[config.mk]
export PLATFORM = sky130hd
export DESIGN_NAME = seq_divider
export DESIGN_NICKNAME = d
export VERILOG_FILES = /design/src/rtl/seq_divider.sv
export SDC_FILE = /design/constraint.sdc
export NUM_CORES = 1
export LEC_CHECK = 0
export BUFFER_PORTS_ARGS = -buffer_cell sky130_fd_sc_hd__buf_2
export CELL_PAD_IN_SITES_DETAIL_PLACEMENT = 1
export CELL_PAD_IN_SITES_GLOBAL_PLACEMENT = 1
export CORE_ASPECT_RATIO = 0.7
export CORE_UTILIZATION = 36
export CTS_CLUSTER_DIAMETER = 60
export DETAILED_ROUTE_END_ITERATION = 7
export PLACE_DENSITY = 0.77
export RECOVER_POWER = 100
export SLEW_MARGIN = 20
export SYNTH_ARGS = -nofsm -noshare
export SYNTH_HDL_FRONTEND = slang
export SYNTH_SLANG_ARGS = --single-unit
[constraint.sdc]
create_clock -name clk -period 7.3 [get_ports clk]
set_input_delay 0 -clock clk [delete_from_list [all_inputs] [get_ports clk]]
set_output_delay 0 -clock clk [all_outputs]
set_load 0.01 [all_outputs]
[src/rtl/seq_divider.sv]
module seq_divider #(
  parameter int W = 16
) (
  input  logic         clk,
  input  logic         rst_n,
  input  logic         start,
  input  logic [1:0]   mode,
  input  logic [W-1:0] dvd_hi,
  input  logic [W-1:0] dvd_lo,
  input  logic [W-1:0] dvs,
  output logic         busy,
  output logic         done,
  output logic [W-1:0] quo,
  output logic [W-1:0] rem,
  output logic         div_zero,
  output logic         overflow
);
  localparam int DW = 2 * W;
  localparam int CW = $clog2(W + 1);
  localparam logic [CW-1:0] LAST = CW'(W);
  localparam logic [W-1:0] HALF = {1'b1, {(W-1){1'b0}}};

  logic          short_m, sgn_m, dvd_neg, dvs_neg, pre_ovf;
  logic [W-1:0]  hi_ext, mag_dvs;
  logic [DW-1:0] full, mag_dvd;

  assign short_m = mode[1];
  assign sgn_m   = ~mode[0];
  assign hi_ext  = short_m ? (sgn_m ? {W{dvd_lo[W-1]}} : '0) : dvd_hi;
  assign full    = {hi_ext, dvd_lo};
  assign dvd_neg = sgn_m & full[DW-1];
  assign dvs_neg = sgn_m & dvs[W-1];
  assign mag_dvd = dvd_neg ? -full : full;
  assign mag_dvs = dvs_neg ? -dvs : dvs;
  assign pre_ovf = mag_dvd[DW-1:W] >= mag_dvs;

  logic [CW-1:0] cnt;
  logic [W-1:0]  r_r, r_q, r_d;
  logic          neg_q, neg_r, sgn_r, povf_r, dz_r;
  logic [W:0]    trial;
  logic          range_ovf;

  assign trial     = {r_r, r_q[W-1]} - {1'b0, r_d};
  assign range_ovf = sgn_r & (neg_q ? (r_q > HALF) : r_q[W-1]);

  always_ff @(posedge clk or negedge rst_n) begin
    if (!rst_n) begin
      busy     <= 1'b0;
      done     <= 1'b0;
      quo      <= '0;
      rem      <= '0;
      div_zero <= 1'b0;
      overflow <= 1'b0;
      cnt      <= '0;
      r_r      <= '0;
      r_q      <= '0;
      r_d      <= '0;
      neg_q    <= 1'b0;
      neg_r    <= 1'b0;
      sgn_r    <= 1'b0;
      povf_r   <= 1'b0;
      dz_r     <= 1'b0;
    end else begin
      done <= 1'b0;
      if (!busy) begin
        if (start) begin
          busy   <= 1'b1;
          cnt    <= '0;
          r_r    <= mag_dvd[DW-1:W];
          r_q    <= mag_dvd[W-1:0];
          r_d    <= mag_dvs;
          neg_q  <= dvd_neg ^ dvs_neg;
          neg_r  <= dvd_neg;
          sgn_r  <= sgn_m;
          povf_r <= pre_ovf;
          dz_r   <= (dvs == '0);
        end
      end else if (cnt != LAST) begin
        cnt <= cnt + 1'b1;
        if (!trial[W]) begin
          r_r <= trial[W-1:0];
          r_q <= {r_q[W-2:0], 1'b1};
        end else begin
          r_r <= {r_r[W-2:0], r_q[W-1]};
          r_q <= {r_q[W-2:0], 1'b0};
        end
      end else begin
        busy     <= 1'b0;
        done     <= 1'b1;
        quo      <= neg_q ? -r_q : r_q;
        rem      <= neg_r ? -r_r : r_r;
        div_zero <= dz_r;
        overflow <= ~dz_r & (povf_r | range_ovf);
      end
    end
  end
endmodule

* Yosys cells after proc, flatten, opt, wreduce, memory -nomap -nowiden
Index checks and enable logic that the tools add are counted.
Storage, ports and cells: word-level logic and storage cells 63, output and inout bits 36, input bits 53, register bits 94
Cells by class: equal/unequal tests 2, bitwise gates (word level) 10, muxes and demuxes 23, magnitude comparators 2, $add $sub $neg 6, reductions and logical operators 5
Operators with widths (number):
- $mux W16 | 12
- $neg A16 Y16 | 3
- $mux W32 | 1
- $neg A32 Y32 | 1
- $sub A17 B16 Y17 | 1
- $ge A16 B16 Y1 | 1
- $gt A16 B16 Y1 const B | 1
- $logic_not A16 Y1 | 1
- $mux W5 | 3
- $mux W1 | 7
- $reduce_and A2 Y1 | 3
- $add A5 B1 Y5 const B | 1
- $ne A5 B5 Y1 const B | 1
- $and A1 B1 Y1 | 4
- $not A1 Y1 | 4
- $ne A2 B1 Y1 const B | 1
- $reduce_bool A2 Y1 | 1
- $or A1 B1 Y1 | 1
- $xor A1 B1 Y1 | 1

* Longest topological paths before layout
Gate-level depths: netlist (run 1).
word-level depth 6, depth in mapped cells 14, gate-level depth less buffers 14

* Worst setup path after synthesis (run 1)
Ideal clock, no wire load.
path kind reg-to-reg, start point register r_q[15], end point register r_r[10], path slack 4413 ps, data required time 7174 ps, library setup time 126 ps, path buffers 1, stages on the path, launching flop included 12, clock period less this slack 2887 ps, arrival time 2761 ps, cell sequence dfrtp_1 inv_1 ha_1 fa_1 nor2b_1 o2111a_1 o2111ai_1 a211o_1 nand4_2 buf_4 mux2_4 a221o_1
Between the ends: longest elaborated chain between the ends 4
Ends and longest elaborated chain:
- start: declaration | line 38 | logic [W-1:0] r_r, r_q, r_d;
- start signal: assignment | line 70 | r_q <= mag_dvd[W-1:0];
- start signal: assignment | line 82 | r_q <= {r_q[W-2:0], 1'b1};
- start signal: assignment | line 85 | r_q <= {r_q[W-2:0], 1'b0};
- $sub A17 B16 Y17 | line 43 | assign trial = {r_r, r_q[W-1]} - {1'b0, r_d};
- $mux W16 | line 80 | if (!trial[W]) begin
- $mux W16 | line 78 | end else if (cnt != LAST) begin
- $mux W16 | line 65 | if (!busy) begin
- end signal: assignment | line 69 | r_r <= mag_dvd[DW-1:W];
- end signal: assignment | line 81 | r_r <= trial[W-1:0];
- end signal: assignment | line 84 | r_r <= {r_r[W-2:0], r_q[W-1]};
- end: declaration | line 38
Every way passes these cells. The select of a mux whose other input is x is not followed. A chain may end at the register's enable or synchronous reset.

==> impl_metrics.csv, run 1 <==
group,metric,value,unit
status,status,"finished, violations left",
status,violations,"max-capacitance violations, max-slew violations",
yosys,synth_edf_count,0,
drt,drt_iter0_drc,560,
critical_path,reg2reg_depth,6,
critical_path,worstSetupStartpointType,"input port",
critical_path,worstPathRequired,7.11,ns
clocking,worstSkewPairLatency,0.36,ns
sta,maxSlewViolCount,216,
drt,wl_per_cell,18.4,um
yosys,synth_top_area_frac,0.332,
yosys,yosys-top-cells-area,"dfrtp_1 33%, o21ai_0 8.0%, ha_1 6.7%",
global_route,grt_overflow,0,
clocking,cts-root-buf,"clkbuf_16",
die,core_area,0.0191,mm2
critical_path,worstSetupPathDepth,3,
drt,antenna_left,0,
die,io_pins,89,
yosys,synth_warnings,0,
sta,clock_skew,0.00725,ns
yosys,yosysTopAreaCell,"dfrtp_1",
drt,vias,6496,
sta,worstMarginPinSlew,3.00,ns
sta,period_needed,4.61,ns
power_and_ir_drop,p_per_area,453,mW/mm2
critical_path,cp_slowest_cell,"clkbuf_1",
global_route,use_met2,0.306,
clocking,htreeDepth,3,
placed_design,dp.final_hpwl,16.9,mm
critical_path,critPathTopFamily,"buffers and inverters",
drt,via_per_inst,5.42,
clocking,numCtsBuffers,9,
clocking,cts_tree,"built",
sta,timing.hold.ws,0.0545,ns
critical_path,critPathCaptureType,"asynchronous set/reset pin",
power_and_ir_drop,ir_drop,0.000177,V
critical_path,crit_top_cell,"clkbuf_1",
layout,syn_to_final_growth,13.4,%
sta,rsz0062_at_grt,"false",
placed_design,portBuffers,88,
layout,drive_gt1_frac,0.104,
yosys,synthCells,857,
critical_path,crit_type,"input port to asynchronous set/reset pin",
critical_path,slowest_delay,2.22,ns
critical_path,worstPathArrival,4.42,ns
hold_path,hold_path.class,"input port to flip-flop",
yosys,syn_avg_cell_area,8.28,um2
global_route,grt.busiest_layer,"met1",
hold_path,whs_path_depth,3,
layout,diodes,0,
sta,setup_viol,0,
flow_run,cap_violations,4,
layout,nNetsFinal,1021,
drt,route.detailed.drc,0,
die,core.rowCount,42,
sta,period_share,0.631,
placed_design,dpl_worst_slack,3.82,ns
placed_design,place_congestion,0.904,
clocking,cts_sinks,94,
sta,fin_ws,2.69,ns
yosys,syn_nets,949,
global_route,globalRouteMet1Util,0.362,
yosys,ys_ff_latch,94,
layout,design_area,0.00804,mm2
global_route,track_usage,0.228,
global_route,grt_max_degree,70,
critical_path,worst-path-buf-inv,3,
yosys,ys.flop_type,"dfrtp_1",
clocking,cts_buffer_depth,2,
global_route,grt_use_met3,0.0568,
placed_design,post_dp_cell_area,0.00775,mm2
sta,timing.slew.headroom,-0.997,
critical_path,path_cells,"dlygate4sd3_1 > clkbuf_1 > clkbuf_1",
drt,firstDrtPassIters,6,
sta,timing.setup.tns,0,ns
critical_path,path_max_fanout,52,
global_route,grt_first_pass_wirelength,35.9,mm
die,dieArea,0.0203,mm2
placed_design,place_inst,1174,
sta,hold_viol_final,0,
drt,wl,22.0,mm
layout,instances_no_fill,1198,
die,die_h,119,um
global_route,antenna_found_initial,0,
yosys,ys_seq_area_frac,0.332,
yosys,async_reset_ff_frac,1.00,
global_route,grt_pass1_vias,6444,
yosys,synth_cell_types,72,
clocking,cts_resized,0,
clocking,clkTransAtPathRegs,0.07,ns
yosys,syn-cell-area,0.00709,mm2
die,die_w,170,um
die,initial_core_util,0.372,
sta,fmax,217,MHz
power_and_ir_drop,p_leak,3.49,nW
[flip-flops by register name, summed over array words and instances (netlist names)]
register,flops
quo,16
cnt,5
r_d,16
r_q,16
povf_r,1
done,1
neg_q,1
overflow,1
neg_r,1
div_zero,1
r_r,16
busy,1
dz_r,1
rem,16
sgn_r,1
[timing repair]
action                    4_1_cts  5_1_grt
hold buffers                    8        0
buffers inserted                0        0
hold endpoints to repair       48        0
[cell usage after synthesis, drive strengths merged (6+ instances only)]
library cell	instances
ha	38
dfrtp	94
and2	8
o21a	7
nand2b	12
o41ai	8
clkbuf	34
o31ai	16
o31a	6
o21ai	122
nand2	122
nor2	45
xnor2	34
nor2b	13
buf	9
nand3	16
inv	48
mux2	12
nor4	6
mux2i	12
nor3	15
a221o	6
a22oi	11
or4	7
a21oi	40
a21o	9
xor2	48
[metrics by stage]
step                      power, W   util
after detailed placement   0.00318  0.406
final                      0.00365  0.422
after CTS                  0.00367  0.426
after floorplan            0.00256      -
after global placement     0.00310  0.406
after global routing       0.00398  0.422
[where the power goes]
group          internal, W  switching (W)  leakage [nW]
clock network     0.000239       0.000227         0.141
logic             0.000906        0.00118          2.18
registers         0.000778       0.000315          1.17
total              0.00192        0.00172          3.49
[cells by family (layout without fill, tap and decap cells)]
family / Yosys count / after routing / share of synthesized area
flip-flops: 94 / 94 / 0.332
XOR/XNOR: 82 / 82 / 0.101
buffers and inverters: 91 / 168 / 0.0515
AND/OR/NAND/NOR: 271 / 271 / 0.184
AO/OA/AOI/OAI: 256 / 256 / 0.225
adder cells (fa/ha/maj): 39 / 39 / 0.0699
multiplexers: 24 / 24 / 0.0370
[worst paths after layout]
kind | start | endpoint | slack (ns)
max | rst_n | r_r[13]$_DFFE_PN0P_ | 2.69
min reg2reg | quo[15]$_DFFE_PN0P_ | quo[15]$_DFFE_PN0P_ | 0.48
min | dvs[14] | r_d[14]$_DFFE_PN0P_ | 0.05
max reg2reg | busy$_DFF_PN0_ | r_r[12]$_DFFE_PN0P_ | 3.11
max in group clk | busy$_DFF_PN0_ | r_r[12]$_DFFE_PN0P_ | 3.11
min in group asynchronous | rst_n | rem[11]$_DFFE_PN0P_ | 0.85
[tightest hold or removal path, delay by kind of cell]
kind	cells	cell delay [ns]
buf+inv	1	0.11
compound gates	1	0.15
xor+xnor	1	0.11
[final cells by class]
class / count / area (um2)
fill: 2378 / 11000
inverter: 48 / 180
sequential: 94 / 2350
timing repair buffer: 104 / 519
clock inverter: 7 / 61.3
multi-input combinational: 672 / 4380
clock buffer: 9 / 225
tap: 264 / 330
[cell usage in the layout (no fill, tap or decap), drive strengths merged, types with 4 or more instances in the layout]
cell,instances
dfrtp,94
dlygate4sd3,8
nor3,15
nand2b,12
a221o,6
o21ai,122
nor2,45
clkbuf,50
mux2,12
xor2,48
or4,7
ha,38
o31a,6
a21oi,40
nand4,5
inv,53
mux2i,12
nor4,6
a21o,9
o31ai,16
nand3,16
xnor2,34
o21a,7
nor2b,13
a31oi,4
or3,5
o41ai,8
and2,8
nand2,122
buf,55
a22oi,11
[metal layers]
metal / vias up / share of wire
met2: 202 / 0.38
met3: 13 / 0.066
met1: 3102 / 0.54
met5: - / 0
li1: 3179 / -
met4: 0 / 0.0076
No activity file was read; power rests on OpenSTA's default activity.
==> inputs of run 2 (changes only) <==
Settings changed: ABC_AREA set to 1, PLACE_DENSITY 0.77 to 0.8.
Clock period 7.3 ns to 4.4 ns, I/O delays scaled along.
==> impl_metrics.csv, run 2 <==
group,metric,value,unit
clocking,clkTransAtPathRegs,0.07,ns
yosys,async_reset_ff_frac,1.00,
sta,period_needed,3.57,ns
die,dieArea,0.0223,mm2
critical_path,r2r_start,"busy$_DFF_PN0_",
yosys,syn_avg_cell_area,6.64,um2
die,die_h,125,um
drt,vias,7871,
clocking,cts_buffer_depth,2,
hold_path,hold_path.class,"input port to flip-flop",
global_route,antenna_found_initial,1,
clocking,worstSkewPairLatency,0.36,ns
layout,diodes,0,
placed_design,dp.final_hpwl,20.6,mm
global_route,grt_pass1_vias,8065,
sta,maxSlewViolCount,45,
yosys,synthCells,1177,
status,violations,"max-capacitance violations, max-slew violations",
layout,fillers,2792,
drt,drt_iter0_drc,520,
global_route,track_usage,0.242,
die,core_area,0.0210,mm2
flow_run,cap_violations,1,
die,core.rowCount,44,
critical_path,r2r-end,"cnt[2]$_DFFE_PN0P_",
placed_design,portBuffers,88,
hold_path,min_to,"r_q[0]$_DFFE_PN0P_",
global_route,grt_first_pass_wirelength,42.4,mm
layout,drive_gt1_frac,0.103,
sta,fmax,280,MHz
critical_path,reg2reg_depth,9,
layout,utilization,0.416,
clocking,htreeDepth,3,
yosys,yosys-top-cells-area,"dfrtp_1 30%, nand2_1 18%, inv_1 7.7%",
power_and_ir_drop,p_per_area,767,mW/mm2
critical_path,critPathCaptureType,"flip-flop",
power_and_ir_drop,p_leak,4.65,nW
clocking,cts_sinks,94,
critical_path,path_max_fanout,43,
clocking,cts_resized,0,
yosys,synth_commonest_cells,"379 x nand2_1, 160 x inv_1, 94 x dfrtp_1, 91 x nand3_1, 82 x o21ai_0",
layout,syn_to_final_growth,11.8,%
sta,setup_viol,0,
sta,period_share,0.811,
layout,nNetsFinal,1344,
clocking,cts-root-buf,"clkbuf_16",
sta,worstMarginPinSlew,2.54,ns
layout,layout_common_cells,"379 x nand2_1, 162 x inv_1, 94 x dfrtp_1, 92 x nand3_1, 86 x o21ai_0",
global_route,grt_overflow,0,
clocking,cts_tree,"built",
yosys,ys_ff_latch,94,
yosys,syn_nets,1269,
yosys,synth_most_common_cell,"nand2_1",
drt,wl_per_cell,16.8,um
yosys,ys_seq_area_frac,0.301,
yosys,syn-cell-area,0.00781,mm2
sta,clock_skew,0.00848,ns
drt,antenna_left,0,
critical_path,worstPathRequired,4.59,ns
yosys,synth_cell_types,42,
hold_path,hold_path.startpoint,"dvd_lo[0]",
drt,route.detailed.drc,0,
sta,timing.slew.headroom,-0.693,
drt,via_per_inst,5.13,
drt,firstDrtPassIters,5,
critical_path,crit_type,"flip-flop to flip-flop",
status,status,"finished, violations left",
sta,timing.setup.tns,0,ns
sta,rsz0062_at_grt,"false",
yosys,ys.flop_type,"dfrtp_1",
yosys,synth_warnings,0,
critical_path,r2r_slack,0.83,ns
critical_path,worstSetupStartpointType,"flip-flop",
global_route,grt_max_degree,52,
sta,hold_viol_final,0,
die,io_pins,89,
placed_design,place_congestion,0.883,
clocking,numCtsBuffers,9,
drt,wl,25.7,mm
yosys,synth_top_area_frac,0.301,
die,die_w,178,um
power_and_ir_drop,ir_drop,0.000233,V
power_and_ir_drop,finalPower,0.00670,W
yosys,yosysTopAreaCell,"dfrtp_1",
die,initial_core_util,0.372,
hold_path,whs_path_depth,3,
critical_path,worstPathArrival,3.76,ns
layout,layout_commonest_cell,"nand2_1",
yosys,synth_edf_count,0,
-- run 2: report_power, final --
group | switching (W) | internal, W | total, W
combinational | 0.00280 | 0.00139 | 0.00418
clock | 0.000364 | 0.000448 | 0.000812
sequential | 0.000415 | 0.00129 | 0.00171
total | 0.00358 | 0.00313 | 0.00670
-- run 2: cell type report --
| cell class | count | area (um2) | share of cell area |
|---|---|---|---|
| multi-input combinational | 878 | 4630 | 0.530 |
| sequential | 94 | 2350 | 0.269 |
| inverter | 172 | 646 | 0.0739 |
| timing repair buffer | 97 | 460 | 0.0527 |
| tap | 276 | 345 | 0.0395 |
| clock buffer | 9 | 225 | 0.0258 |
| clock inverter | 7 | 78.8 | 0.00902 |
-- run 2: kinds of logic (layout without fill, tap and decap cells) --
logic type,Yosys count,count (layout),synth area share
buffers and inverters,205,285,0.106
DFF,94,94,0.301
xor gates and xnor gates,50,50,0.0570
AOI/OAI and AO/OA,144,144,0.100
adders and majority gates,39,39,0.0634
and+or+nand+nor,645,645,0.373
-- run 2: timing repair --
| action | in CTS | in global routing |
|---|---|---|
| setup buffers | 0 | 0 |
| hold endpoints to repair | 46 | 0 |
| hold buffers | 4 | 0 |
-- run 2: critical path, stage by stage (launching register included) --
cell and delay, ns:
dfrtp_1 0.40, inv_1 0.24, nand2_1 0.13, buf_4 0.30, inv_1 0.61, nor2_2 1.00
inv_2 0.33, nand2_1 0.16, xor2_1 0.16, nor2_1 0.05
-- run 2: stage by stage --
stage	area, um2	setup WS, ns	instances	hold WS [ns]
5_1_grt	8730	0.343	1533	0.0420
3_5_place_dp	8460	1.15	1513	0.0448
4_1_cts	8800	0.969	1533	0.0104
2_1_floorplan	7810	2.29	1177	-0.296
6_report	8730	0.834	1533	0.0188
3_3_place_gp	8460	1.32	1513	0.0498
-- run 2: worst max-delay path by stage --
stage | startpoint | endpoint | slack, ns | cells after the start
2_1_floorplan | r_q[15]$_DFFE_PN0P_ | r_r[2]$_DFFE_PN0P_ | 2.29 | 16
3_3_place_gp | mode[0] | povf_r$_DFFE_PN0P_ | 1.32 | 20
3_5_place_dp | mode[0] | povf_r$_DFFE_PN0P_ | 1.15 | 20
4_1_cts | mode[0] | povf_r$_DFFE_PN0P_ | 0.97 | 21
5_1_grt | rst_n | r_r[14]$_DFFE_PN0P_ | 0.34 | 3
6_report | busy$_DFF_PN0_ | cnt[2]$_DFFE_PN0P_ | 0.83 | 9
-- run 2: per-layer routing --
| layer | GRT usage | up-vias | part of all wire |
|---|---|---|---|
| met2 | 0.360 | 153 | 0.42 |
| met1 | 0.361 | 3811 | 0.52 |
| met5 | 0 | - | 0 |
| met4 | 0.0533 | 0 | 0.015 |
| met3 | 0.0426 | 25 | 0.045 |
| li1 | - | 3882 | - |
==> inputs of run 3 (changes only) <==
Clock period 4.4 ns to 3.4 ns, I/O delays scaled along.
==> impl_metrics.csv, run 3 (synthesis gave the netlist of run 2 again) <==
group,metric,value,unit
layout,design_area,0.00881,mm2
layout,diodes,0,
global_route,grt_pass1_vias,7989,
clocking,numCtsBuffers,9,
drt,vias,7849,
drt,drt_iter0_drc,472,
layout,nNetsFinal,1347,
drt,firstDrtPassIters,4,
placed_design,post_dp_cell_area,0.00849,mm2
layout,multiInputGateArea,0.00463,mm2
sta,maxSlewViolCount,71,
critical_path,path_max_fanout,33,
placed_design,place_inst,1517,
critical_path,worstPathRequired,3.61,ns
critical_path,crit_type,"flip-flop to flip-flop",
placed_design,portBuffers,88,
global_route,antenna_found_initial,0,
power_and_ir_drop,p_leak,4.69,nW
global_route,grt_max_degree,71,
hold_path,hold_path.class,"input port to flip-flop",
sta,fin_ws,0.327,ns
layout,syn_to_final_growth,12.8,%
placed_design,dpl_worst_slack,0.477,ns
sta,period_share,0.904,
placed_design,place_congestion,0.887,
drt,antenna_left,0,
clocking,clkTransAtPathRegs,0.07,ns
power_and_ir_drop,p_per_area,1000,mW/mm2
sta,setup_viol,0,
die,dieArea,0.0223,mm2
clocking,cts-root-buf,"clkbuf_16",
critical_path,worstSetupStartpointType,"flip-flop",
flow_run,cap_violations,1,
clocking,cts_resized,0,
clocking,htreeDepth,3,
layout,layout_common_cells,"379 x nand2_1, 162 x inv_1, 94 x dfrtp_1, 91 x nand3_1, 85 x o21ai_0",
clocking,worstSkewPairLatency,0.36,ns
sta,hold_viol_final,0,
die,io_pins,89,
clocking,cts_buffer_depth,2,
sta,worstMarginPinSlew,1.82,ns
critical_path,worstPathArrival,3.29,ns
drt,via_per_inst,5.11,
sta,clock_skew,0.00956,ns
global_route,grt_first_pass_wirelength,42.2,mm
status,status,"finished, violations left",
global_route,grt_overflow,0,
die,core_area,0.0210,mm2
die,core.rowCount,44,
layout,drive_gt1_frac,0.109,
die,die_w,178,um
clocking,cts_sinks,94,
layout,seq_area,0.00235,mm2
clocking,post_cts_buffers,0,
die,initial_core_util,0.372,
power_and_ir_drop,finalPower,0.00884,W
sta,timing.slew.headroom,-0.215,
sta,period_needed,3.07,ns
sta,timing.setup.tns,0,ns
critical_path,critPathCaptureType,"flip-flop",
sta,fmax,325,MHz
die,die_h,125,um
layout,fillers,2830,
global_route,track_usage,0.242,
placed_design,dp.final_hpwl,21.0,mm
layout,instances_no_fill,1536,
power_and_ir_drop,ir_drop,0.000398,V
sta,rsz0062_at_grt,"false",
status,violations,"max-capacitance violations, max-slew violations",
layout,layout_commonest_cell,"nand2_1",
clocking,cts_tree,"built",
drt,wl,25.9,mm
drt,wl_per_cell,16.9,um
drt,route.detailed.drc,0,
==> run 3: changes by cell type in the layout (fill, tap and decap cells not counted), moves of 2 or more <==
cell and change:
buf_4 +2, bufinv_16 +2, clkbuf_2 +3, inv_6 -3
==> run 3: power by group <==
group	internal, W	switching, W	leakage [nW]
Combinational	0.00180	0.00363	3.35
Sequential	0.00167	0.000526	1.17
Clock	0.000745	0.000459	0.171
Total	0.00422	0.00462	4.69
==> run 3: what timing repair did <==
| item | CTS | global route |
|---|---|---|
| setup endpoints to repair | 0 | 0 |
| hold buffers | 3 | 0 |
| hold endpoints to repair | 71 | 0 |
==> run 3: metal layers <==
layer,GRT usage,up-vias,routed length (um)
li1,-,3891,-
met1,0.357,3772,13300
met2,0.362,165,10900
met3,0.0529,21,1370
met4,0.0442,0,303
met5,0,-,0
==> run 3: worst max-delay path, cell delays in order, from the launching register on <==
cell and delay, ns:
dfrtp_1 0.42, inv_1 0.29, nand2_1 0.17, buf_4 0.31, inv_1 0.33, nor2_1 0.63
inv_2 0.32, nand2_1 0.15, xor2_1 0.21, nor2_1 0.08
==> run 3: area by class of cell <==
class                           instances  share of cell area
Clock inverter                          6              0.0134
Sequential cell                        94               0.267
Inverter                              172              0.0733
Multi-Input combinational cell        878               0.526
Clock buffer                           10              0.0271
Tap cell                              276              0.0392
Timing Repair Buffer                  100              0.0541
==> run 3: worst paths after layout <==
check,start,endpoint,slack (ns),depth (start not counted)
min in group asynchronous,rst_n,rem[13]$_DFFE_PN0P_,0.65,2
setup reg to reg,busy$_DFF_PN0_,cnt[2]$_DFFE_PN0P_,0.33,9
hold reg to reg,quo[1]$_DFFE_PN0P_,quo[1]$_DFFE_PN0P_,0.49,2
max in group asynchronous,rst_n,rem[2]$_DFFE_PN0P_,0.73,3
hold / removal,dvd_lo[0],r_q[0]$_DFFE_PN0P_,0.03,3
setup / recovery,busy$_DFF_PN0_,cnt[2]$_DFFE_PN0P_,0.33,9
==> run 3: through the flow <==
step           utilization  hold slack (ns)
3_3_place_gp         0.405            0.184
2_1_floorplan            -           -0.296
3_5_place_dp         0.405            0.183
5_1_grt              0.420           0.0284
4_1_cts              0.423           0.0164
6_report             0.420           0.0314
